`src/rtl/sbc_mode_pkg.sv`:
```
package sbc_mode_pkg;
  typedef enum logic [2:0] {
    M_STARTUP  = 3'd0,
    M_RESTART  = 3'd1,
    M_NORMAL   = 3'd2,
    M_STANDBY  = 3'd3,
    M_SLEEP    = 3'd4,
    M_FLASH    = 3'd5,
    M_FAILSAFE = 3'd6
  } mode_e;

  typedef enum logic [1:0] {
    WD_OFF     = 2'd0,
    WD_STARTUP = 2'd1,
    WD_WINDOW  = 2'd2,
    WD_TIMEOUT = 2'd3
  } wdstyle_e;

  localparam logic [2:0] CODE_NORMAL  = 3'b111;
  localparam logic [2:0] CODE_STANDBY = 3'b001;
  localparam logic [2:0] CODE_SLEEP   = 3'b011;
  localparam logic [2:0] CODE_FLASH   = 3'b010;
  localparam logic [2:0] CODE_LEAVE   = 3'b100;

  // strobes from control to datapath
  typedef struct packed {
    logic modeChange;
    logic inStart;
    logic inActive;
    logic inFailsafe;
    logic regOn;
    logic rstDrive;
    logic seqShift;
    logic seqClear;
  } ctrl_t;

  // status from datapath to control
  typedef struct packed {
    logic initExp;
    logic rstHighLong;
    logic rstLowLong;
    logic uvLong;
    logic intLong;
    logic retDone;
    logic wakeSeen;
    logic rstFall;
    logic rstRiseUv;
    logic flashUnlocked;
  } stat_t;

  function automatic logic codeLegal(input logic [2:0] c);
    return (c == CODE_NORMAL) || (c == CODE_STANDBY) || (c == CODE_SLEEP) ||
           (c == CODE_FLASH) || (c == CODE_LEAVE);
  endfunction
endpackage

```
`src/rtl/sbc_persist_timer.sv`:
```
module sbc_persist_timer #(
  parameter int LIMIT = 16
) (
  input  logic clk,
  input  logic rstN,
  input  logic tick,
  input  logic run,
  input  logic clr,
  output logic expired
);
  localparam int W = $clog2(LIMIT + 1);
  localparam logic [W-1:0] LIM = W'(LIMIT);

  logic [W-1:0] cnt;

  always_ff @(posedge clk or negedge rstN) begin
    if (!rstN) begin
      cnt <= '0;
    end else if (clr || !run) begin
      cnt <= '0;
    end else if (tick && cnt < LIM) begin
      cnt <= cnt + 1'b1;
    end
  end

  assign expired = (cnt == LIM);
endmodule

```
`src/rtl/sbc_mode_dp.sv`:
```
module sbc_mode_dp
  import sbc_mode_pkg::*;
#(
  parameter int TICK_DIV       = 32,
  parameter int INIT_TICKS     = 256,
  parameter int RST_HIGH_TICKS = 64,
  parameter int RST_LOW_TICKS  = 64,
  parameter int UV_TICKS       = 128,
  parameter int INT_TICKS      = 100,
  parameter int RET_TICKS      = 512
) (
  input  logic       clk,
  input  logic       rstN,
  input  ctrl_t      ctrl,
  input  logic [2:0] spiCode,
  input  logic       wakeUp,
  input  logic       v1Under,
  input  logic       rstPinIn,
  input  logic       intPending,
  output stat_t      stat
);
  localparam int NTMR = 6;
  localparam int DW = (TICK_DIV > 1) ? $clog2(TICK_DIV) : 1;
  localparam int LIMITS [NTMR] = '{INIT_TICKS, RST_HIGH_TICKS, RST_LOW_TICKS,
                                   UV_TICKS, INT_TICKS, RET_TICKS};

  logic tick;

  generate
    if (TICK_DIV > 1) begin : g_presc
      logic [DW-1:0] divCnt;
      always_ff @(posedge clk or negedge rstN) begin
        if (!rstN) begin
          divCnt <= '0;
        end else if (divCnt == DW'(TICK_DIV - 1)) begin
          divCnt <= '0;
        end else begin
          divCnt <= divCnt + 1'b1;
        end
      end
      assign tick = (divCnt == DW'(TICK_DIV - 1));
    end else begin : g_nopresc
      assign tick = 1'b1;
    end
  endgenerate

  logic [NTMR-1:0] tmrRun, tmrClr, tmrExp;

  always_comb begin
    tmrRun[0] = ctrl.inStart;
    tmrClr[0] = ctrl.modeChange;
    tmrRun[1] = ctrl.rstDrive && rstPinIn;
    tmrClr[1] = 1'b0;
    tmrRun[2] = !ctrl.rstDrive && !rstPinIn;
    tmrClr[2] = 1'b0;
    tmrRun[3] = v1Under && ctrl.regOn;
    tmrClr[3] = 1'b0;
    tmrRun[4] = intPending && ctrl.inActive;
    tmrClr[4] = ctrl.modeChange;
    tmrRun[5] = ctrl.inFailsafe;
    tmrClr[5] = ctrl.modeChange;
  end

  generate
    for (genvar i = 0; i < NTMR; i++) begin : g_tmr
      sbc_persist_timer #(.LIMIT(LIMITS[i])) u_tmr (
        .clk(clk), .rstN(rstN), .tick(tick),
        .run(tmrRun[i]), .clr(tmrClr[i]), .expired(tmrExp[i])
      );
    end
  endgenerate

  logic       prevPin;
  logic       wakeSeenQ;
  logic [8:0] hist;

  always_ff @(posedge clk or negedge rstN) begin
    if (!rstN) begin
      prevPin   <= 1'b1;
      wakeSeenQ <= 1'b0;
      hist      <= '0;
    end else begin
      prevPin <= rstPinIn;
      if (ctrl.modeChange) begin
        wakeSeenQ <= 1'b0;
      end else if (ctrl.inFailsafe && wakeUp) begin
        wakeSeenQ <= 1'b1;
      end
      if (ctrl.seqClear) begin
        hist <= '0;
      end else if (ctrl.seqShift) begin
        hist <= {hist[5:0], spiCode};
      end
    end
  end

  always_comb begin
    stat.initExp       = tmrExp[0];
    stat.rstHighLong   = tmrExp[1];
    stat.rstLowLong    = tmrExp[2];
    stat.uvLong        = tmrExp[3];
    stat.intLong       = tmrExp[4];
    stat.retDone       = tmrExp[5];
    stat.wakeSeen      = wakeSeenQ;
    stat.rstFall       = prevPin && !rstPinIn;
    stat.rstRiseUv     = !prevPin && rstPinIn && v1Under;
    stat.flashUnlocked = (hist == {CODE_NORMAL, CODE_STANDBY, CODE_NORMAL});
  end
endmodule

```
`src/rtl/sbc_mode_fsm.sv`:
```
module sbc_mode_fsm
  import sbc_mode_pkg::*;
(
  input  logic       clk,
  input  logic       rstN,
  input  logic       spiWrite,
  input  logic [2:0] spiCode,
  input  logic       spiBitsOk,
  input  logic       wdTimeout,
  input  logic       wdBadServe,
  input  logic       wakeUp,
  input  logic       v1Under,
  input  logic       v3Overload,
  input  logic       oscOk,
  input  stat_t      stat,
  output ctrl_t      ctrl,
  output mode_e      modeQ,
  output logic       regOn,
  output logic       rstOutLow,
  output logic       enOut,
  output logic       inhOn,
  output wdstyle_e   wdStyle
);
  mode_e nextMode;
  logic  goodWr, illegalWr, badFrame, fsFault, startFail, activeFail;

  always_comb begin
    goodWr     = spiWrite && spiBitsOk;
    illegalWr  = goodWr && !codeLegal(spiCode);
    badFrame   = spiWrite && !spiBitsOk;
    fsFault    = !oscOk || stat.rstHighLong || stat.rstLowLong || stat.uvLong;
    startFail  = stat.initExp || badFrame || illegalWr || stat.rstFall || stat.rstRiseUv;
    activeFail = v1Under || illegalWr || stat.rstFall || stat.intLong;

    nextMode = modeQ;
    unique case (modeQ)
      M_STARTUP, M_RESTART: begin
        if (startFail) begin
          nextMode = (modeQ == M_STARTUP) ? M_RESTART : M_FAILSAFE;
        end else if (goodWr && spiCode == CODE_NORMAL) begin
          nextMode = M_NORMAL;
        end
      end
      M_NORMAL: begin
        if (activeFail || wdBadServe) begin
          nextMode = M_STARTUP;
        end else if (goodWr) begin
          if (spiCode == CODE_STANDBY) nextMode = M_STANDBY;
          else if (spiCode == CODE_SLEEP) nextMode = M_SLEEP;
          else if (spiCode == CODE_FLASH && stat.flashUnlocked) nextMode = M_FLASH;
        end
      end
      M_STANDBY: begin
        if (activeFail || wdTimeout) begin
          nextMode = M_STARTUP;
        end else if (goodWr) begin
          if (spiCode == CODE_NORMAL) nextMode = M_NORMAL;
          else if (spiCode == CODE_SLEEP) nextMode = M_SLEEP;
          else if (spiCode == CODE_FLASH && stat.flashUnlocked) nextMode = M_FLASH;
        end
      end
      M_FLASH: begin
        if (activeFail || wdTimeout || (goodWr && spiCode == CODE_LEAVE)) begin
          nextMode = M_STARTUP;
        end
      end
      M_SLEEP: begin
        if (wakeUp || wdTimeout || v3Overload) nextMode = M_STARTUP;
      end
      M_FAILSAFE: begin
        if (stat.wakeSeen && oscOk && stat.retDone) nextMode = M_RESTART;
      end
      default: nextMode = M_FAILSAFE;
    endcase

    if (modeQ != M_FAILSAFE && fsFault) nextMode = M_FAILSAFE;
  end

  always_ff @(posedge clk or negedge rstN) begin
    if (!rstN) modeQ <= M_STARTUP;
    else       modeQ <= nextMode;
  end

  always_comb begin
    regOn = 1'b1; rstOutLow = 1'b0; enOut = 1'b0; inhOn = 1'b1; wdStyle = WD_STARTUP;
    unique case (modeQ)
      M_STARTUP: ;
      M_RESTART: inhOn = 1'b0;
      M_NORMAL:  begin enOut = 1'b1; wdStyle = WD_WINDOW; end
      M_STANDBY: wdStyle = WD_TIMEOUT;
      M_FLASH:   begin enOut = 1'b1; wdStyle = WD_TIMEOUT; end
      M_SLEEP:   begin regOn = 1'b0; rstOutLow = 1'b1; inhOn = 1'b0; wdStyle = WD_TIMEOUT; end
      default:   begin regOn = 1'b0; rstOutLow = 1'b1; inhOn = 1'b0; wdStyle = WD_OFF; end
    endcase
  end

  always_comb begin
    ctrl.modeChange = (nextMode != modeQ);
    ctrl.inStart    = (modeQ == M_STARTUP) || (modeQ == M_RESTART);
    ctrl.inActive   = (modeQ == M_NORMAL) || (modeQ == M_STANDBY) || (modeQ == M_FLASH);
    ctrl.inFailsafe = (modeQ == M_FAILSAFE);
    ctrl.regOn      = regOn;
    ctrl.rstDrive   = rstOutLow;
    ctrl.seqShift   = goodWr && codeLegal(spiCode) &&
                      ((modeQ == M_NORMAL) || (modeQ == M_STANDBY));
    ctrl.seqClear   = !((nextMode == M_NORMAL) || (nextMode == M_STANDBY));
  end
endmodule

```
`src/rtl/sbc_mode_ctrl.sv`:
```
module sbc_mode_ctrl
  import sbc_mode_pkg::*;
#(
  parameter int TICK_DIV       = 32,
  parameter int INIT_TICKS     = 256,
  parameter int RST_HIGH_TICKS = 64,
  parameter int RST_LOW_TICKS  = 64,
  parameter int UV_TICKS       = 128,
  parameter int INT_TICKS      = 100,
  parameter int RET_TICKS      = 512
) (
  input  logic       clk,
  input  logic       rstN,
  input  logic       spiWrite,
  input  logic [2:0] spiCode,
  input  logic       spiBitsOk,
  input  logic       wdTimeout,
  input  logic       wdBadServe,
  input  logic       wakeUp,
  input  logic       intPending,
  input  logic       v1Under,
  input  logic       v3Overload,
  input  logic       oscOk,
  input  logic       rstPinIn,
  output logic [2:0] mode,
  output logic       regOn,
  output logic       rstOutLow,
  output logic       enOut,
  output logic       inhOn,
  output logic [1:0] wdStyle
);
  ctrl_t    ctrl;
  stat_t    stat;
  mode_e    modeQ;
  wdstyle_e wdS;

  sbc_mode_fsm u_fsm (
    .clk(clk), .rstN(rstN), .spiWrite(spiWrite), .spiCode(spiCode),
    .spiBitsOk(spiBitsOk), .wdTimeout(wdTimeout), .wdBadServe(wdBadServe),
    .wakeUp(wakeUp), .v1Under(v1Under), .v3Overload(v3Overload), .oscOk(oscOk),
    .stat(stat), .ctrl(ctrl), .modeQ(modeQ), .regOn(regOn), .rstOutLow(rstOutLow),
    .enOut(enOut), .inhOn(inhOn), .wdStyle(wdS)
  );

  sbc_mode_dp #(
    .TICK_DIV(TICK_DIV), .INIT_TICKS(INIT_TICKS), .RST_HIGH_TICKS(RST_HIGH_TICKS),
    .RST_LOW_TICKS(RST_LOW_TICKS), .UV_TICKS(UV_TICKS), .INT_TICKS(INT_TICKS),
    .RET_TICKS(RET_TICKS)
  ) u_dp (
    .clk(clk), .rstN(rstN), .ctrl(ctrl), .spiCode(spiCode), .wakeUp(wakeUp),
    .v1Under(v1Under), .rstPinIn(rstPinIn), .intPending(intPending), .stat(stat)
  );

  assign mode    = modeQ;
  assign wdStyle = wdS;
endmodule

```
`config.mk`:
```
export PLATFORM = sky130hd
export DESIGN_NAME = sbc_mode_ctrl
export DESIGN_NICKNAME = d
export VERILOG_FILES = /design/src/rtl/sbc_mode_pkg.sv /design/src/rtl/sbc_persist_timer.sv /design/src/rtl/sbc_mode_dp.sv /design/src/rtl/sbc_mode_fsm.sv /design/src/rtl/sbc_mode_ctrl.sv
export SDC_FILE = /design/constraint.sdc
export NUM_CORES = 1
export LEC_CHECK = 0
export BUFFER_PORTS_ARGS = -buffer_cell sky130_fd_sc_hd__buf_2
export CORE_MARGIN = 5
export CORE_UTILIZATION = 60
export DETAILED_ROUTE_END_ITERATION = 7
export PLACE_DENSITY = 0.75
export RECOVER_POWER = 50
export SLEW_MARGIN = 30
export SYNTH_ARGS = -nofsm -noshare
export SYNTH_HDL_FRONTEND = slang
export SYNTH_SLANG_ARGS = --single-unit
```
`constraint.sdc`:
```
create_clock -name clk -period 2.9 [get_ports clk]
set_input_delay 0 -clock clk [delete_from_list [all_inputs] [get_ports clk]]
set_output_delay 0 -clock clk [all_outputs]
set_load 0.05 [all_outputs]
```
==> impl_results.md, run 1 <==
- Outcome: finished, violations left
- Failing checks: max-capacitance violations, max-slew violations
- CTS max path bufs: 2
- First-pass GRT wire length: 14.4 mm
- Core ar.: 6310 sq um
- # DRC: 0
- CTS Buf Count: 9
- Nets: 490
- Delay-heaviest family, CP: simple AND/OR/NAND/NOR gates
- Syn-to-layout area delta: 13.9%
- Worst Hold Launch: spiCode[2]
- Startpoint Class: flop
- Async SR Flop Fraction: 1.00
- Crit path kind: flop to flop
- Crit-path slowest cell: or4bb_1
- Drt wl/cell: 15.0 um
- RSZ-0062 raised after global routing: no
- Yosys warning count: 0
- Post-synthesis sequential area ratio: 0.433
- Iteration-0 DRC Markers: 173
- Total number of vias: 3116
- Yosys reg bits: 67
- # IOs: 24
- WL final: 8.15 mm
- Die H: 90.3 um
- EDFF count, synth: 0
- DP Area: 4160 sq um
- Hold WC Path Type: primary input to flop
- P_leak: 0.00197 uW
- Number of diodes: 0
- Setup-violating endpoint count in the final report: 0
- Dominant synthesized flop cell: dfrtp_1
- Worst R2R End: u_dp.g_tmr[4].u_tmr.cnt[3]$_DFFE_PN0P_
- Mapped Area: 3870 sq um
- Crit. End Element: flop
- Syn avg cell area: 9.28 sq um
- Largest net degree at the start of global routing: 68
- Gp weighted congestion: 0.943
- Reg-to-Reg Start: u_dp.g_tmr[5].u_tmr.cnt[5]$_DFFE_PN0P_
- Clock latency at the later pin of the worst-skew pair: 0.34 ns
- Die area: 8160 sq um
- Mapped Cells: 417
- FMAX: 0.362 GHz
- I/O Buffers: 23
- Multi-input logic area: 2100 sq um
- Hold Path Depth: 3
- Setup skew after layout: 0.00928 ns
- Share of layout cells above drive strength 1: 0.163
- Root Buffer: clkbuf_8
- Cells along the critical path: or4bb_1 -> nor4_4 -> a41oi_1 -> a31o_2 -> a2111oi_4 -> buf_4 -> o21ai_0 -> nor4_1
- Synth unique cells: 56
- Worst R2R Setup Slack: 0.14 ns
- Hold endpoint: u_dp.hist[2]$_DFFE_PN0P_
- Post-place setup slack: -0.00607 ns
- Slew Limit Fails: 68
- Die width: 90.3 um
- Slew HR: -0.0722
- Final setup margin: 0.139 ns
- Worst Setup SP: u_dp.g_tmr[5].u_tmr.cnt[5]$_DFFE_PN0P_
- Bufs and invs on worst path: 1
- Rows: 29
- Max Cap Violations: 1
- 1st-pass router iterations: 4
- Max H-tree Level: 3
- Worst slew pin tran: 1.61 ns
- ANT nets after route: 0
- Post-detail-place hpwl: 5.89 mm
- Initial Utilization: 0.613
- CTS sink cnt: 67
- CP max stage delay: 0.56 ns
- Final Power: 2230 uW
- Seq. cell area: 1680 sq um
- Required time of the critical path: 3.13 ns
- Critical path fanouts, max: 7
- Final hold vios: 0
- Total gr overflow: 0
- Post-synth net total: 446
- Initial antenna violation count: 0
- PwrDens: 506 nW/um^2
- Cell area after layout: 4410 sq um
- Vias in the first global route: 3107
- GRT Total Usage: 0.213
- Critical Path AT: 2.99 ns
- Fillers: 506
- Worst reg2reg path depth: 8
- Peak VDD IR: 0.000353 V
- Reg clk slew, reported paths: 0.07 ns
- Final period util: 0.952
- CTS tree: built
- Tmin final: 2.76 ns
- Vias per cell: 5.75
==> cell usage after synthesis (2+ instances only) <==
| cell type | number | area (sq um) |
|---|---|---|
| nor2_1 | 57 | 214 |
| nor2b_1 | 10 | 62.6 |
| a31o_2 | 2 | 17.5 |
| nor4bb_1 | 4 | 40.0 |
| and4_1 | 3 | 26.3 |
| buf_1 | 2 | 7.51 |
| nor3_1 | 15 | 75.1 |
| xnor2_1 | 13 | 114 |
| and3_1 | 9 | 56.3 |
| clkbuf_1 | 8 | 30.0 |
| o21a_1 | 2 | 15.0 |
| nor4b_1 | 2 | 17.5 |
| dfrtp_1 | 66 | 1650 |
| nand3_1 | 9 | 45.0 |
| mux2i_1 | 11 | 110 |
| xor2_1 | 22 | 193 |
| a41oi_1 | 4 | 35.0 |
| or3_1 | 5 | 31.3 |
| inv_1 | 21 | 78.8 |
| or2_2 | 6 | 37.5 |
| a21oi_1 | 18 | 90.1 |
| nor4_1 | 10 | 62.6 |
| ha_1 | 14 | 175 |
| nand2_1 | 34 | 128 |
| a32o_1 | 2 | 20.0 |
| nand2b_1 | 5 | 31.3 |
| and2_1 | 5 | 31.3 |
| nand4_1 | 14 | 87.6 |
| buf_2 | 4 | 20.0 |
| o21ai_0 | 14 | 70.1 |
==> per-stage QoR <==
| stage | setup TNS, ns | utilization | instances | hold WS, ns |
|---|---|---|---|---|
| floorplan | 0 | - | 417 | -0.296 |
| global placement | 0 | 0.659 | 521 | 0.150 |
| detailed placement | -0.00607 | 0.659 | 521 | 0.153 |
| CTS | 0 | 0.691 | 540 | 0.00211 |
| global route | 0 | 0.698 | 542 | 0.0142 |
| finish | 0 | 0.698 | 542 | 0.0124 |
==> worst register-to-register path: cells and delay by family, from the launching register on <==
kind,cells,cell delay (ns)
buf+inv,1,0.22
compound gates,4,0.90
flops,1,0.44
simple gates,3,1.10
==> state kept, by name (all words and copies together) (netlist names) <==
register	flops
u_dp.g_presc.divCnt	5
u_dp.wakeSeenQ	1
u_fsm.modeQ	3
u_dp.g_tmr.u_tmr.cnt	48
u_dp.prevPin	1
u_dp.hist	9
==> power by group <==
group / leakage, uW / total [uW] / switching [uW] / internal, uW
registers: 0.000910 / 968 / 12.1 / 956
clock network: 0.0000860 / 660 / 335 / 325
logic: 0.000973 / 603 / 425 / 178
==> timing repair <==
item	CTS	global route
pin swaps	1	3
buffers inserted	0	2
hold endpoints to repair	69	0
hold buffers	4	0
gates resized for setup	0	9
endpoints found under the setup margin	1	17
==> cell families after synthesis <==
family                   share of synthesized area
buffers and inverters                       0.0352
multiplexers                                0.0343
XOR/XNOR                                    0.0792
AO/OA/AOI/OAI                                0.109
AND/OR/NAND/NOR                              0.264
flip-flops                                   0.433
adder cells (fa/ha/maj)                     0.0452
==> layout by cell type, fill, tap and decap left out, types with 3 or more instances in the layout <==
cell type and count:
a21oi_1 17, a41oi_1 4, and2_1 5, and3_1 9, and4_1 3, buf_2 20, buf_4 19, clkbuf_1 5
clkbuf_8 10, clkinv_2 3, dfrtp_1 66, dlygate4sd3_1 4, ha_1 14, inv_1 20, mux2i_1 11, nand2_1 34
nand2b_1 5, nand3_1 9, nand4_1 14, nor2_1 57, nor2b_1 10, nor3_1 14, nor4_1 8, nor4bb_1 4
o21ai_0 14, or2_2 6, or3_1 5, xnor2_1 13, xor2_1 22
==> routing by layer <==
layer	GRT usage	share of wire	vias up
li1	-	-	1541
met1	0.291	0.45	1476
met2	0.329	0.46	84
met3	0.0575	0.065	15
met4	0.0720	0.019	0
met5	0	0	-
==> final cells by class <==
type	instances	area share
Clock inverter	3	0.00341
Inverter	21	0.0179
Sequential cell	67	0.381
Clock buffer	12	0.0329
Timing Repair Buffer	47	0.0678
Tap cell	77	0.0219
Multi-Input combinational cell	315	0.475
==> worst max path at each step <==
stage | endpoint | cells past startpoint
floorplan | u_dp.g_tmr[4].u_tmr.cnt[5]$_DFFE_PN0P_ | 9
global placement | u_dp.g_tmr[4].u_tmr.cnt[3]$_DFFE_PN0P_ | 10
detailed placement | u_dp.g_tmr[4].u_tmr.cnt[6]$_DFFE_PN0P_ | 10
finish | u_dp.g_tmr[4].u_tmr.cnt[3]$_DFFE_PN0P_ | 8
CTS | u_dp.g_tmr[4].u_tmr.cnt[6]$_DFFE_PN0P_ | 9
global route | u_dp.g_tmr[4].u_tmr.cnt[3]$_DFFE_PN0P_ | 8
No activity file was read; power rests on OpenSTA's default activity.
==> run 2: changes to the inputs <==
Settings changed: CELL_PAD_IN_SITES_DETAIL_PLACEMENT from default to 1, CELL_PAD_IN_SITES_GLOBAL_PLACEMENT from default to 1, CORE_UTILIZATION 60 to 47, SKIP_LAST_GASP from default to 1.
==> run 2 against run 1 <==
  * The flow still finishes with violations (max-capacitance violations, max-slew violations)
  * Via count up 4.3%
  * Worst setup slack worse by 0.026 ns
  * Non-clock buffer count up 2
  * Final area up 3.5%
  * Critical endpoint is now u_dp.g_tmr[0].u_tmr.cnt[3]$_DFFE_PN0P_
  * Largest cell class unchanged
==> impl_results.md, run 2 (synthesis results as in run 1) <==
- Outcome: finished, violations left (unchanged)
- Failing checks: max-capacitance violations, max-slew violations (unchanged)
- Cell area after layout: 4560 sq um (was 4410 sq um)
- CP dominant cell by count: and4_1
- CTS tree: built (unchanged)
- Worst Setup SP: u_dp.g_tmr[4].u_tmr.cnt[0]$_DFFE_PN0P_ (was u_dp.g_tmr[5].u_tmr.cnt[5]$_DFFE_PN0P_)
- Slew HR: -0.319 (was -0.0722)
- Multi-input logic area: 2090 sq um (was 2100 sq um)
- Worst hold slack: 0.0327 ns (was 0.0124 ns)
- Seq. cell area: 1680 sq um (unchanged)
- RSZ-0062 raised after global routing: no (unchanged)
- PwrDens: 560 nW/um^2 (was 506 nW/um^2)
- Worst R2R Setup Slack: 0.11 ns (was 0.14 ns)
- Largest net degree at the start of global routing: 35 (was 68)
- Final hold vios: 0 (unchanged)
- Worst R2R End: u_dp.g_tmr[0].u_tmr.cnt[3]$_DFFE_PN0P_ (was u_dp.g_tmr[4].u_tmr.cnt[3]$_DFFE_PN0P_)
- 1st-pass router iterations: 4 (unchanged)
- Crit-path slowest cell: o31a_2 (was or4bb_1)
- Clock latency at the later pin of the worst-skew pair: 0.34 ns (about the same)
- GRT Total Usage: 0.203 (was 0.213)
- Reg-to-Reg Start: u_dp.g_tmr[4].u_tmr.cnt[0]$_DFFE_PN0P_ (was u_dp.g_tmr[5].u_tmr.cnt[5]$_DFFE_PN0P_)
- Placed cells: 549 (was 521)
- Most frequent cells in the layout: 66 x dfrtp_1, 57 x nor2_1, 34 x nand2_1 (unchanged)
- Critical path fanouts, max: 9 (was 7)
- Core ar.: 8130 sq um (was 6310 sq um)
- Initial antenna violation count: 0 (unchanged)
- Post-detail-place hpwl: 7.15 mm (was 5.89 mm)
- Drt wl/cell: 17.2 um (was 15.0 um)
- Tmin final: 2.79 ns (was 2.76 ns)
- ANT nets after route: 0 (unchanged)
- Critical Path AT: 3.04 ns (was 2.99 ns)
- Final setup margin: 0.112 ns (was 0.139 ns)
- Final period util: 0.961 (was 0.952)
- Peak VDD IR: 0.000255 V (was 0.000353 V)
- Most common cell after layout, fill and taps aside: dfrtp_1 (unchanged)
- P_leak: 0.00202 uW (was 0.00197 uW)
- Initial Utilization: 0.476 (was 0.613)
- Largest register FFs: 48 (unchanged)
- Share of layout cells above drive strength 1: 0.173 (was 0.163)
- Vias per cell: 5.67 (was 5.75)
- Nets: 492 (was 490)
- Reg clk slew, reported paths: 0.08 ns (was 0.07 ns)
- # IOs: 24 (unchanged)
- Hold Path Depth: 3 (unchanged)
- CTS sink cnt: 67 (unchanged)
- Top Registers: u_dp.g_tmr.u_tmr.cnt: 48 flops, u_dp.hist: 9 flops, u_dp.g_presc.divCnt: 5 flops (unchanged)
- Rows: 33 (was 29)
- # DRC: 0 (unchanged)
- Worst Hold Launch: spiCode[2] (unchanged)
- Setup TNS: 0 ns (unchanged)
- Crit path kind: flop to flop (unchanged)
- Syn-to-layout area delta: 17.8% (was 13.9%)
- Vias in the first global route: 3415 (was 3107)
- Total number of vias: 3249 (was 3116)
- CTS max path bufs: 2 (unchanged)
- First-pass GRT wire length: 16.4 mm (was 14.4 mm)
- Hold endpoint: u_dp.hist[2]$_DFFE_PN0P_ (unchanged)
- Crit. End Element: flop (unchanged)
- Die area: 10200 sq um (was 8160 sq um)
- Worst slew pin tran: 1.98 ns (was 1.61 ns)
- Finished Layout Cells: 573 (was 542)
- Gp weighted congestion: 0.965 (was 0.943)
- FMAX: 0.359 GHz (was 0.362 GHz)
- CTS Buf Count: 9 (unchanged)
- Setup skew after layout: 0.0134 ns (was 0.00928 ns)
- DP Area: 4210 sq um (was 4160 sq um)
- Root Buffer: clkbuf_8 (unchanged)
- Cells along the critical path: inv_1 -> ha_1 -> and4_1 -> a2111o_1 -> a21oi_1 -> nand3_1 -> and4_1 -> o31a_2 -> buf_4 -> nor3_2 (was or4bb_1 -> nor4_4 -> a41oi_1 -> a31o_2 -> a2111oi_4 -> buf_4 -> o21ai_0 -> nor4_1)
- Biggest register: u_dp.g_tmr.u_tmr.cnt (unchanged)
- Hold WC Path Type: primary input to flop (unchanged)
- Max Cap Violations: 1 (unchanged)
- Number of diodes: 0 (unchanged)
- Setup-violating endpoint count in the final report: 0 (unchanged)
- Post-place setup slack: -0.0512 ns (was -0.00607 ns)
- Die width: 101 um (was 90.3 um)
- Iteration-0 DRC Markers: 117 (was 173)
- Max H-tree Level: 3 (unchanged)
- Slew Limit Fails: 34 (was 68)
- Required time of the critical path: 3.15 ns (was 3.13 ns)
- CP max stage delay: 0.43 ns (was 0.56 ns)
- Die H: 101 um (was 90.3 um)
- WL final: 9.86 mm (was 8.15 mm)
- I/O Buffers: 23 (unchanged)
- Worst reg2reg path depth: 10 (was 8)
- Fillers: 947 (was 506)
- Total gr overflow: 0 (unchanged)
- Startpoint Class: flop (unchanged)
==> run 2: changes by cell type in the layout (fill, tap and decap cells not counted), sizes merged <==
cell / change
buf: +4
bufinv: +3
inv: +1
clkinvlp: +1
clkinv: -1
clkbuf: -5
==> run 2: stage by stage <==
stage / utilization / total power, uW
floorplan: - / 1400
global placement: 0.517 / 1580
detailed placement: 0.517 / 1590
CTS: 0.556 / 2570
global route: 0.561 / 2680
finish: 0.561 / 2550
==> run 2: worst max path at each step <==
| stage | to | slack, ns | cells after the start |
|---|---|---|---|
| 2_1_floorplan | u_dp.g_tmr[4].u_tmr.cnt[5]$_DFFE_PN0P_ | 0.11 | 9 |
| 3_3_place_gp | u_dp.g_tmr[0].u_tmr.cnt[7]$_DFFE_PN0P_ | 0.15 | 10 |
| 3_5_place_dp | u_dp.g_tmr[0].u_tmr.cnt[8]$_DFFE_PN0P_ | -0.05 | 10 |
| 4_1_cts | u_dp.g_tmr[0].u_tmr.cnt[7]$_DFFE_PN0P_ | 0.02 | 10 |
| 5_1_grt | u_dp.g_tmr[0].u_tmr.cnt[3]$_DFFE_PN0P_ | 0.001 | 10 |
| 6_report | u_dp.g_tmr[0].u_tmr.cnt[3]$_DFFE_PN0P_ | 0.11 | 10 |
==> run 2: critical path, delay by kind of cell, from the launching register on <==
kind            cells  cell delay, ns
compound gates      3            1.04
simple gates        4            0.78
flops               1            0.38
buf+inv             2            0.29
fa+ha+maj           1            0.20
==> run 2: timing repair <==
item                                   CTS  global route
gates resized for setup                  5             4
hold buffers                             4             0
endpoints found under the hold margin   35             0
pin swaps                                1             3
gates cloned                             0             1
setup endpoints to repair               16            18
setup buffers                            0             3
==> run 2: layout make-up <==
| cell class | instances | share of cell area |
|---|---|---|
| clock buffers | 9 | 0.0272 |
| well taps | 105 | 0.0288 |
| clock inverters | 7 | 0.0272 |
| multi-input cells | 315 | 0.459 |
| repair buffers | 49 | 0.0727 |
| inverters | 21 | 0.0173 |
| flip-flops and latches | 67 | 0.368 |
==> run 2: per-layer routing <==
metal  wire [um]  global-route usage
met5           0                   0
met4         156              0.0642
met3         392              0.0374
met2        4870               0.343
met1        4440               0.264
==> run 2: power by group <==
part	internal, uW	switching [uW]
registers	955	13.9
clock network	577	386
logic	182	439
==> run 3: changes to the inputs <==
Settings changed: CORE_UTILIZATION 47 to 51, PLACE_DENSITY 0.75 to 0.81.
Clock period 2.9 ns to 3.6 ns, I/O delays scaled along.
==> run 3 against run 2 <==
  * The run now ends clean
  * Core utilization increased by 2.9 points
  * Clock power decreased by 34%
  * Fmax decreased by 9.0%
  * Final area decreased by 5.3%
  * Wire length decreased by 0.97%
  * Register-to-register slack improved by 0.42 ns
  * Sequential power decreased by 19%
  * Clock-buffer cell count increased by 4
  * Global-route usage increased by 1.2 points
  * Cell count decreased by 4.0%
  * Worst setup slack improved by 0.42 ns
  * Power decreased by 26%
  * Critical endpoint unchanged
==> impl_results.md, run 3 (synthesis results as in run 1) <==
- Reg clk slew, reported paths: 0.07 ns (was 0.08 ns)
- Worst slew pin tran: 1.36 ns (was 1.98 ns)
- Nets: 476 (was 492)
- Crit-path slowest cell: a2111oi_4 (was o31a_2)
- Initial antenna violation count: 0 (unchanged)
- Iteration-0 DRC Markers: 113 (was 117)
- Syn-to-layout area delta: 11.6% (was 17.8%)
- Die width: 97.1 um (was 101 um)
- CTS max path bufs: 2 (unchanged)
- Bufs and invs on worst path: 1 (was 2)
- Final period util: 0.851 (was 0.961)
- Critical Path AT: 3.32 ns (was 3.04 ns)
- WL final: 9.76 mm (was 9.86 mm)
- # DRC: 0 (unchanged)
- # IOs: 24 (unchanged)
- Slew HR: 0.0945 (was -0.319)
- Setup skew after layout: 0.0133 ns (was 0.0134 ns)
- RSZ-0062 raised after global routing: no (unchanged)
- Max Cap Violations: 0 (was 1)
- Drt wl/cell: 17.8 um (was 17.2 um)
- Final hold vios: 0 (unchanged)
- Clock latency at the later pin of the worst-skew pair: 0.35 ns (was 0.34 ns)
- Delay-heaviest family, CP: compound AO/OA/AOI/OAI gates (unchanged)
- Outcome: completed (was finished, violations left)
- Hold WC Path Type: primary input to flop (unchanged)
- Reg-to-Reg Start: u_dp.g_tmr[5].u_tmr.cnt[0]$_DFFE_PN0P_ (was u_dp.g_tmr[4].u_tmr.cnt[0]$_DFFE_PN0P_)
- Startpoint Class: flop (unchanged)
- Crit. End Element: flop (unchanged)
- Placed cells: 530 (was 549)
- Slew Limit Fails: 0 (was 34)
- Worst reg2reg path depth: 9 (was 10)
- FMAX: 0.326 GHz (was 0.359 GHz)
- Crit path kind: flop to flop (unchanged)
- Largest net degree at the start of global routing: 37 (was 35)
- Total number of vias: 3216 (was 3249)
- Top Registers: u_dp.g_tmr.u_tmr.cnt: 48 flops, u_dp.hist: 9 flops, u_dp.g_presc.divCnt: 5 flops (unchanged)
- PwrDens: 437 nW/um^2 (was 560 nW/um^2)
- Core ar.: 7330 sq um (was 8130 sq um)
- Vias per cell: 5.85 (was 5.67)
- GRT Total Usage: 0.216 (was 0.203)
- Setup bufs post-CTS: 0 (unchanged)
- Setup-violating endpoint count in the final report: 0 (unchanged)
- Cells along the critical path: inv_1 -> ha_1 -> or4b_1 -> nor4_2 -> a41oi_1 -> a31o_2 -> a2111oi_4 -> o211ai_4 -> nor3_1 (was inv_1 -> ha_1 -> and4_1 -> a2111o_1 -> a21oi_1 -> nand3_1 -> and4_1 -> o31a_2 -> buf_4 -> nor3_2)
- Worst R2R Setup Slack: 0.54 ns (was 0.11 ns)
- Tmin final: 3.06 ns (was 2.79 ns)
- CTS tree: built (unchanged)
- Rows: 31 (was 33)
- P_leak: 0.00190 uW (was 0.00202 uW)
- Hold Path Depth: 3 (unchanged)
- Critical path fanouts, max: 9 (unchanged)
- Met1 Use GR: 0.274 (was 0.264)
- First-pass GRT wire length: 16.7 mm (was 16.4 mm)
- Die H: 97.1 um (was 101 um)
- Met2 Use GR: 0.364 (was 0.343)
- Initial Utilization: 0.528 (was 0.476)
- Post-detail-place hpwl: 7.04 mm (was 7.15 mm)
- Most common cell after layout, fill and taps aside: dfrtp_1 (unchanged)
- CTS Buf Count: 9 (unchanged)
- CP max stage delay: 0.60 ns (was 0.43 ns)
- Setup TNS: 0 ns (unchanged)
- Root Buffer: clkbuf_8 (unchanged)
- Peak VDD IR: 0.000321 V (was 0.000255 V)
- Number of diodes: 0 (unchanged)
- Vias in the first global route: 3431 (was 3415)
- Most frequent cells in the layout: 66 x dfrtp_1, 57 x nor2_1, 34 x nand2_1 (unchanged)
- CTS sink cnt: 67 (unchanged)
- Total gr overflow: 0 (unchanged)
- Share of layout cells above drive strength 1: 0.118 (was 0.173)
- Die area: 9430 sq um (was 10200 sq um)
- Gp weighted congestion: 0.831 (was 0.965)
- ANT nets after route: 0 (unchanged)
- Worst R2R End: u_dp.g_tmr[0].u_tmr.cnt[3]$_DFFE_PN0P_ (unchanged)
- Hold endpoint: u_dp.hist[0]$_DFFE_PN0P_ (was u_dp.hist[2]$_DFFE_PN0P_)
- Biggest register: u_dp.g_tmr.u_tmr.cnt (unchanged)
- I/O Buffers: 23 (unchanged)
- Most Crowded Layer GR: met2 (unchanged)
- Worst Hold Launch: spiCode[0] (was spiCode[2])
- Routing usage on met3: 0.0553 (was 0.0374)
- Largest register FFs: 48 (unchanged)
- Required time of the critical path: 3.85 ns (was 3.15 ns)
- Finished Layout Cells: 550 (was 573)
- 1st-pass router iterations: 4 (unchanged)
- Max H-tree Level: 3 (unchanged)
==> run 3: cell types whose count changed in the layout (fill, tap and decap cells not counted), moves of 2 or more <==
cell       delta
nor3_2        -4
clkinv_4      -2
buf_2         -3
nor3_1        +4
buf_4        -15
bufinv_16     -2
clkbuf_1      +5
clkbuf_8      +2
==> run 3: per-stage QoR <==
step                      total power, uW  hold WS (ns)  cell area [sq um]  setup slack [ns]   util
after floorplan                      1130        -0.296               3870             0.809      -
after global placement               1250         0.140               4090             0.678  0.558
after detailed placement             1260         0.151               4090             0.596  0.558
after CTS                            1910       0.00173               4320             0.552  0.590
after global routing                 1980        0.0274               4320             0.365  0.589
final                                1890        0.0157               4320             0.536  0.589
==> run 3: repair_timing <==
action,4_1_cts,5_1_grt
gates resized for setup,0,0
hold buffers,4,0
endpoints found under the setup margin,0,0
hold endpoints to repair,38,0
==> run 3: per-layer routing <==
metal	part of all wire	wire length, um
met2	0.49	4770
met4	0.011	110
met1	0.46	4510
met5	0	0
met3	0.038	369
==> run 3: how the worst max path moves through the flow <==
stage	slack, ns	from	to	cells after the start
after floorplan	0.81	u_fsm.modeQ[1]$_DFF_PN0_	u_dp.g_tmr[4].u_tmr.cnt[5]$_DFFE_PN0P_	9
after global placement	0.68	u_dp.g_tmr[5].u_tmr.cnt[0]$_DFFE_PN0P_	u_dp.g_tmr[0].u_tmr.cnt[7]$_DFFE_PN0P_	9
after detailed placement	0.60	u_dp.g_tmr[5].u_tmr.cnt[0]$_DFFE_PN0P_	u_dp.g_tmr[0].u_tmr.cnt[3]$_DFFE_PN0P_	9
after CTS	0.55	u_dp.g_tmr[5].u_tmr.cnt[0]$_DFFE_PN0P_	u_dp.g_tmr[0].u_tmr.cnt[3]$_DFFE_PN0P_	9
after global routing	0.37	u_dp.g_tmr[5].u_tmr.cnt[0]$_DFFE_PN0P_	u_dp.g_tmr[4].u_tmr.cnt[0]$_DFFE_PN0P_	9
final	0.54	u_dp.g_tmr[5].u_tmr.cnt[0]$_DFFE_PN0P_	u_dp.g_tmr[0].u_tmr.cnt[3]$_DFFE_PN0P_	9
==> run 3: layout make-up <==
| class | instances | area [sq um] |
|---|---|---|
| fill | 856 | 3010 |
| multi-input combinational | 315 | 2060 |
| sequential | 67 | 1680 |
| timing repair buffer | 33 | 189 |
| clock buffer | 13 | 159 |
| tap | 99 | 124 |
| inverter | 21 | 78.8 |
| clock inverter | 2 | 35.0 |
==> run 3: worst min-delay path, stage by stage <==
cell     delay (ns)
buf_2          0.16
mux2i_1        0.09
nor2_1         0.08
==> run 3: power by group <==
group	leakage (uW)	switching, uW	internal [uW]
clock network	0.0000995	283	354
logic	0.000889	334	127
registers	0.000910	19.8	770
